===== config.mk =====
export PLATFORM = sky130hd
export DESIGN_NAME = alu_nzcv
export DESIGN_NICKNAME = d
export VERILOG_FILES = /design/src/rtl/alu_nzcv_pkg.sv /design/src/rtl/alu_addsub.sv /design/src/rtl/alu_bitwise.sv /design/src/rtl/alu_branch_cmp.sv /design/src/rtl/alu_nzcv.sv
export SDC_FILE = /design/constraint.sdc
export NUM_CORES = 1
export LEC_CHECK = 0
export CAP_MARGIN = 20
export CORE_ASPECT_RATIO = 1.1
export CORE_MARGIN = 8
export CORE_UTILIZATION = 45
export DETAILED_ROUTE_END_ITERATION = 12
export PLACE_DENSITY = 0.69
export SETUP_SLACK_MARGIN = 0.2
export SLEW_MARGIN = 20
export SYNTH_ARGS = -nofsm -noshare
export SYNTH_HDL_FRONTEND = slang
export SYNTH_SLANG_ARGS = --single-unit
export TNS_END_PERCENT = 30

===== constraint.sdc =====
create_clock -name vclk -period 10.45
set_clock_uncertainty 0.2 [all_clocks]
set_input_delay 2.09 -clock vclk [all_inputs]
set_output_delay 2.09 -clock vclk [all_outputs]
set_load 0.01 [all_outputs]

===== src/rtl/alu_nzcv_pkg.sv =====
package alu_nzcv_pkg;

    localparam int DATA_W = 32;
    localparam int SEL_W  = 3;

    typedef enum logic [SEL_W-1:0] {
        OP_ADD  = 3'b000,
        OP_SUB  = 3'b001,
        OP_AND  = 3'b010,
        OP_OR   = 3'b011,
        OP_XOR  = 3'b100,
        OP_NOR  = 3'b101,
        OP_SLT  = 3'b110,
        OP_PASS = 3'b111
    } alu_op_e;

    typedef struct packed {
        logic n;
        logic z;
        logic c;
        logic v;
    } nzcv_t;

    function automatic logic uses_adder_flags(alu_op_e op);
        return (op == OP_ADD) || (op == OP_SUB);
    endfunction

    function automatic logic is_bitwise(alu_op_e op);
        return (op == OP_AND) || (op == OP_OR) || (op == OP_XOR) ||
               (op == OP_NOR) || (op == OP_PASS);
    endfunction

endpackage


===== src/rtl/alu_addsub.sv =====
module alu_addsub #(
    parameter int W = 32
) (
    input  logic [W-1:0] a,
    input  logic [W-1:0] b,
    input  logic         sub,
    output logic [W-1:0] sum,
    output logic         cout,
    output logic         ovf
);
    logic [W-1:0] b_eff;
    logic [W:0]   wide;

    always_comb begin
        b_eff = sub ? ~b : b;
        wide  = {1'b0, a} + {1'b0, b_eff} + {{W{1'b0}}, sub};
        sum   = wide[W-1:0];
        cout  = wide[W];
        // same effective input sign, opposite result sign
        ovf   = (a[W-1] == b_eff[W-1]) && (wide[W-1] != a[W-1]);
    end
endmodule


===== src/rtl/alu_bitwise.sv =====
module alu_bitwise
    import alu_nzcv_pkg::*;
#(
    parameter int W = 32
) (
    input  logic [W-1:0] a,
    input  logic [W-1:0] b,
    input  alu_op_e      op,
    output logic [W-1:0] y
);
    always_comb begin
        unique case (op)
            OP_AND:  y = a & b;
            OP_OR:   y = a | b;
            OP_XOR:  y = a ^ b;
            OP_NOR:  y = ~(a | b);
            OP_PASS: y = b;
            default: y = '0;
        endcase
    end
endmodule


===== src/rtl/alu_branch_cmp.sv =====
module alu_branch_cmp #(
    parameter int W = 32
) (
    input  logic [W-1:0] a,
    input  logic [W-1:0] b,
    output logic         take_eq,
    output logic         take_ne
);
    logic [W-1:0] diff;
    logic         unused_c;
    logic         unused_v;
    logic         diff_zero;

    alu_addsub #(.W(W)) u_cmp_sub (
        .a    (a),
        .b    (b),
        .sub  (1'b1),
        .sum  (diff),
        .cout (unused_c),
        .ovf  (unused_v)
    );

    always_comb begin
        diff_zero = ~|diff;
        take_eq   = diff_zero;
        take_ne   = ~diff_zero;
    end
endmodule


===== src/rtl/alu_nzcv.sv =====
module alu_nzcv
    import alu_nzcv_pkg::*;
#(
    parameter int W = DATA_W
) (
    input  logic [W-1:0]     op_a,
    input  logic [W-1:0]     op_b,
    input  logic [SEL_W-1:0] op_sel,
    output logic [W-1:0]     result,
    output logic [3:0]       status,
    output logic             br_eq,
    output logic             br_ne
);
    alu_op_e      op;
    logic [W-1:0] arith_y;
    logic         arith_c;
    logic         arith_v;
    logic [W-1:0] logic_y;
    logic         less;
    nzcv_t        flags;

    assign op = alu_op_e'(op_sel);

    // add for OP_ADD, subtract for everything else (SUB and SLT need it)
    alu_addsub #(.W(W)) u_addsub (
        .a    (op_a),
        .b    (op_b),
        .sub  (op != OP_ADD),
        .sum  (arith_y),
        .cout (arith_c),
        .ovf  (arith_v)
    );

    alu_bitwise #(.W(W)) u_bitwise (
        .a  (op_a),
        .b  (op_b),
        .op (op),
        .y  (logic_y)
    );

    alu_branch_cmp #(.W(W)) u_branch (
        .a       (op_a),
        .b       (op_b),
        .take_eq (br_eq),
        .take_ne (br_ne)
    );

    always_comb begin
        less = arith_y[W-1] ^ arith_v;
        if (uses_adder_flags(op)) begin
            result = arith_y;
        end else if (op == OP_SLT) begin
            result = {{(W-1){1'b0}}, less};
        end else if (is_bitwise(op)) begin
            result = logic_y;
        end else begin
            result = '0;
        end

        flags.n = result[W-1];
        flags.z = ~|result;
        flags.c = uses_adder_flags(op) ? arith_c : 1'b0;
        flags.v = uses_adder_flags(op) ? arith_v : 1'b0;
        status  = flags;
    end
endmodule


* Yosys cells after proc, flatten, opt, wreduce, memory -nomap -nowiden
Cells that the tools add are included.
** Word-level totals
- Logic and storage cells :: 38
- Input port bits :: 67
- Register bits :: 0
** Cells by class
- Equal/unequal tests :: 9
- Add/sub/neg operators :: 4
- Reduce and logical (&&, ||, !) cells :: 12
- Multiplexer cells :: 7
- Bitwise logic cells :: 6
** Operator list (count)
- $pmux W32 S5 :: 1
- $mux W32 :: 4
- $not A32 Y32 :: 2
- $reduce_or A32 Y1 :: 2
- $add A32 B32 Y33 :: 1
- $add A33 B1 Y33 :: 1
- $add A32 B1 Y32 const B :: 1
- $add A32 B32 Y32 :: 1
- $and A32 B32 Y32 :: 1
- $or A32 B32 Y32 :: 1
- $xor A32 B32 Y32 :: 1
- $eq A3 B3 Y1 const B :: 4
- $eq A3 B2 Y1 const B :: 2
- $logic_or A1 B1 Y1 :: 5
- $eq A3 B1 Y1 const B :: 1
- $logic_not A3 Y1 :: 1
- $reduce_bool A3 Y1 :: 1
- $logic_not A1 Y1 :: 2
- $mux W1 :: 2
- $eq A1 B1 Y1 :: 1
- $logic_and A1 B1 Y1 :: 1
- $ne A1 B1 Y1 :: 1
- $xor A1 B1 Y1 :: 1

* Longest topological paths before layout
- Depth in word-level cells :: 11
- Depth in mapped cells :: 20
- Gate-level depth less buffers :: 16

* Hierarchy
Synthesis repeated with hierarchy kept, for this count alone.
** Unflattened totals
- Cell total of the unflattened synthesis :: 1064
- Area, all modules :: 7343.3 um^2
** Modules (own cells, without submodules)
- alu_bitwise :: cells an instance 321, area each 2376.0 um^2, times used 1
- alu_addsub (u_branch.u_cmp_sub) :: cells an instance 309, area each 2174.6 um^2, times used 1
- alu_addsub (u_addsub) :: cells an instance 276, area each 1983.2 um^2, times used 1
- alu_nzcv :: cells an instance 145, area each 726.9 um^2, times used 1
- alu_branch_cmp :: cells an instance 13, area each 82.6 um^2, times used 1

* Least setup slack after synthesis
Ideal clock, no wire load.
- Path type :: input port to output port
- From :: input op_sel[1]
- To :: output status[2]
- Cell stages on the path :: 20
- Required time :: 8.160 ns
- Data arrival time :: 7.451 ns
- Buffers on the path :: 5
- Path slack :: 0.709 ns
- Path through :: clkbuf_1 > inv_1 > clkbuf_1 > buf_1 > nand2_1 > buf_1 > xnor2_1 > ha_1 > clkbuf_1 > a21o_1 > a31oi_1 > o221ai_1 > or4b_1 > and4_4 > nand4b_1 > or4_1 > or4_1 > or4_1 > or4_1 > nor4_2
** Between the ends
- Elaborated cells between the ends (all ways) :: 27
- Those cells by class :: 2 x add/sub; 9 x eq/ne; 5 x mux; 1 x bitwise; 10 x reduce/logical
** RTL lines
- start: declaration :: line alu_nzcv.sv:8 : input logic [SEL_W-1:0] op_sel,
- branches (longest 7 deep; another with $add A32 B32 Y33)
- $mux W32 (*) :: line alu_nzcv.sv:50 : if (uses_adder_flags(op)) begin
- net result[15] :: line alu_nzcv.sv:9 : output logic [W-1:0] result,
- $reduce_or A32 Y1 (*) :: line alu_nzcv.sv:61 : flags.z = ~|result;
- $logic_not A1 Y1 (*) :: line alu_nzcv.sv:61
- end: declaration :: line alu_nzcv.sv:10 : output logic [3:0] status,
Mark *: on every way through the listed nets, which the timed path passes.

* Final worst setup path
- From :: input op_a[1]
- To :: output br_eq
** Between the ends
- Cells in the longest elaborated chain, start to end :: 4
** RTL lines
- start: declaration :: line alu_nzcv.sv:6 : input logic [W-1:0] op_a,
- $add A32 B32 Y32 :: line alu_addsub.sv:16 : wide = {1'b0, a} + {1'b0, b_eff} + {{W{1'b0}}, sub};
- $add A32 B1 Y32 :: line alu_addsub.sv:16
- $reduce_or A32 Y1 :: line alu_branch_cmp.sv:24 : diff_zero = ~|diff;
- $logic_not A1 Y1 :: line alu_branch_cmp.sv:24
- end: declaration :: line alu_nzcv.sv:11 : output logic br_eq,
Every way passes these cells.

==> results.json <==
{
  "crit_start": "op_a[1]",
  "rows": 47,
  "syn_nets": 1189,
  "drtIter0Drc": 768,
  "vias_per_cell": 6.356,
  "final_cell_mix": "ha_1, inv_1, clkdlybuf4s50_1",
  "layout_commonest_cell": "ha_1",
  "hp-start": "op_sel[2]",
  "num_antenna_cells": 0,
  "setup_viol": 0,
  "synth_cells": 994,
  "first_pass_iters": 6,
  "hold_viol_final": 0,
  "clockBufferCount": 0,
  "core_sq_um": 14940,
  "synth_top_family_by_area": "compound AO/OA/AOI/OAI gates",
  "antenna_found_initial": 0,
  "die_h_um": 144.9,
  "met1_usage_pct": 29.34,
  "place_congestion": 0.9648,
  "area_growth_pct": 17.42,
  "ir_worst_vdd_mv": 0.03872,
  "synth_adder_area_share_pct": 23.79,
  "hpwlAfterDp_mm": 21.93,
  "synth-xor-area-share_pct": 6.703,
  "busiest_layer": "met2",
  "synthTopCellsByArea": "ha_1, a21oi_1, inv_1",
  "synthSimpleGateAreaFrac_pct": 19.71,
  "synth_compound_area_share_pct": 36.00,
  "io_buffers": 105,
  "postLayoutCellArea_sq_um": 7978,
  "n_fill_cell": 1541,
  "initial_core_util_pct": 45.49,
  "p_leak_nw": 3.584,
  "nets": 1252,
  "nFlopsAndLatches": 0,
  "grt_pass1_vias": 7581,
  "path_max_fanout": 4,
  "grtUsageMet3_pct": 1.761,
  "tightest_slew_ps": 897.4,
  "grt.total_usage_pct": 26.38,
  "yosysUniqueCellTypes": 74,
  "synth_area_sq_um": 6794,
  "timing.fmax_mhz": 104.2,
  "relSlewSlack_pct": 40.17,
  "global_route.usage.met2_pct": 49.37,
  "power.density_nw_per_um2": 65.45,
  "drc_errors": 0,
  "grt_setup_unrepaired": "no",
  "multiInputGateArea_sq_um": 6190,
  "cts.hold.buffers_added": 0,
  "netlist.area_leader.share_pct": 23.20,
  "worstPathArrival_ps": 7310,
  "drive_gt1_share_pct": 3.791,
  "antenna_left": 0,
  "worstSetupStartpointType": "input pin",
  "period_minus_slack_ps": 9597,
  "crit_path_end_kind": "output port",
  "tns_ps": 0,
  "ios": 105,
  "vias": 7951,
  "placedInstanceArea_sq_um": 7959,
  "postRouteWirelength_mm": 26.53,
  "maxCapViolCount": 0,
  "synth_warnings": 0,
  "routedWlPerCell_um": 21.21,
  "grt_pass1_wl_mm": 40.89,
  "hp-class": "in2out",
  "die-area_sq_um": 19290,
  "post_cts_buffers": 0,
  "critPathRequiredTime_ps": 8160,
  "grt_max_degree": 83,
  "die_x_um": 133.2,
  "grt_overflow": 0,
  "ys_seq_area_share_pct": 0,
  "crit_type": "in2out",
  "synth.area.mux_share_pct": 4.678,
  "syn_avg_cell_area_sq_um": 6.835,
  "synth_top_cell_by_area": "ha_1",
  "outcome": "completed",
  "seq_area_sq_um": 0,
  "fin_crit_sh_pct": 91.84,
  "slew_violations": 0
}
==> per-layer routing <==
layer  up-vias  routed length [um]
li1       3809                   -
met3        80                1322
met1      3696               10510
met4         0                1593
met2       366               13110
met5         -                   0
==> cell families (layout without fill, tap and decap cells) <==
family          count (synthesis)  in the layout
simple gates                  263            263
xor+xnor                       52             52
compound gates                359            359
buf+inv                       162            223
fa+ha+maj                     128            128
mux                            30             30
==> power breakdown <==
| part | internal [mW] | total, mW | switching (mW) |
|---|---|---|---|
| registers | 0 | 0 | 0 |
| clock network | 0 | 0 | 0 |
| logic | 0.214 | 0.522 | 0.308 |
==> cell usage after synthesis, types with 9 or more instances <==
cell	count
ha_1	126
clkbuf_1	47
buf_1	9
nand2_1	76
xor2_1	12
o211ai_1	15
nor3_1	13
o21ai_0	76
o221ai_1	10
a21o_1	22
a31oi_1	14
a211oi_1	16
mux2i_1	25
xnor2_1	40
o31ai_1	11
nand4_1	15
nand2b_1	15
a22oi_1	11
inv_1	103
a21oi_1	80
nand3_1	11
nor4_1	17
o21bai_1	9
a221oi_1	20
nor2_1	60
nor2b_1	13
==> layout make-up <==
cell class                 instances  share of cell area [%]
inverter                         104                   4.893
multi-input combinational        832                   77.59
timing repair buffer             119                   14.44
tap                              196                   3.074
==> worst max-delay path: stages <==
cell,delay (ps)
clkdlybuf4s50_1,560
inv_1,150
ha_1,330
o21bai_1,190
a21oi_1,160
o311ai_0,740
a311oi_1,290
nor4_1,590
nor3_1,100
a2111o_1,400
nor4_1,370
nand4_1,130
nor4_1,430
and4b_1,240
clkdlybuf4s50_1,540
==> final timing paths <==
path,end,slack [ps],cells past startpoint
hold / removal,status[2],4970,5
setup / recovery,br_eq,850,15
==> per-stage QoR <==
stage                     cells  hold WS (ps)  total power [mW]  setup slack [ps]  utilization (%)
after CTS                  1251          5188            0.5123             404.5            53.28
final                      1251          4969            0.5222             852.7            53.41
after floorplan             994          4134            0.3278             708.9                -
after global routing       1251          5010            0.5645             580.3            53.41
after global placement     1251          5184            0.5096             439.3            53.28
after detailed placement   1251          5183            0.5093             404.1            53.28
==> what timing repair did <==
item | 4_1_cts | 5_1_grt
setup endpoints to repair | 0 | 1
endpoints found under the hold margin | 0 | 0
resized for setup | 0 | 4
No activity file was read; power rests on OpenSTA's default activity.
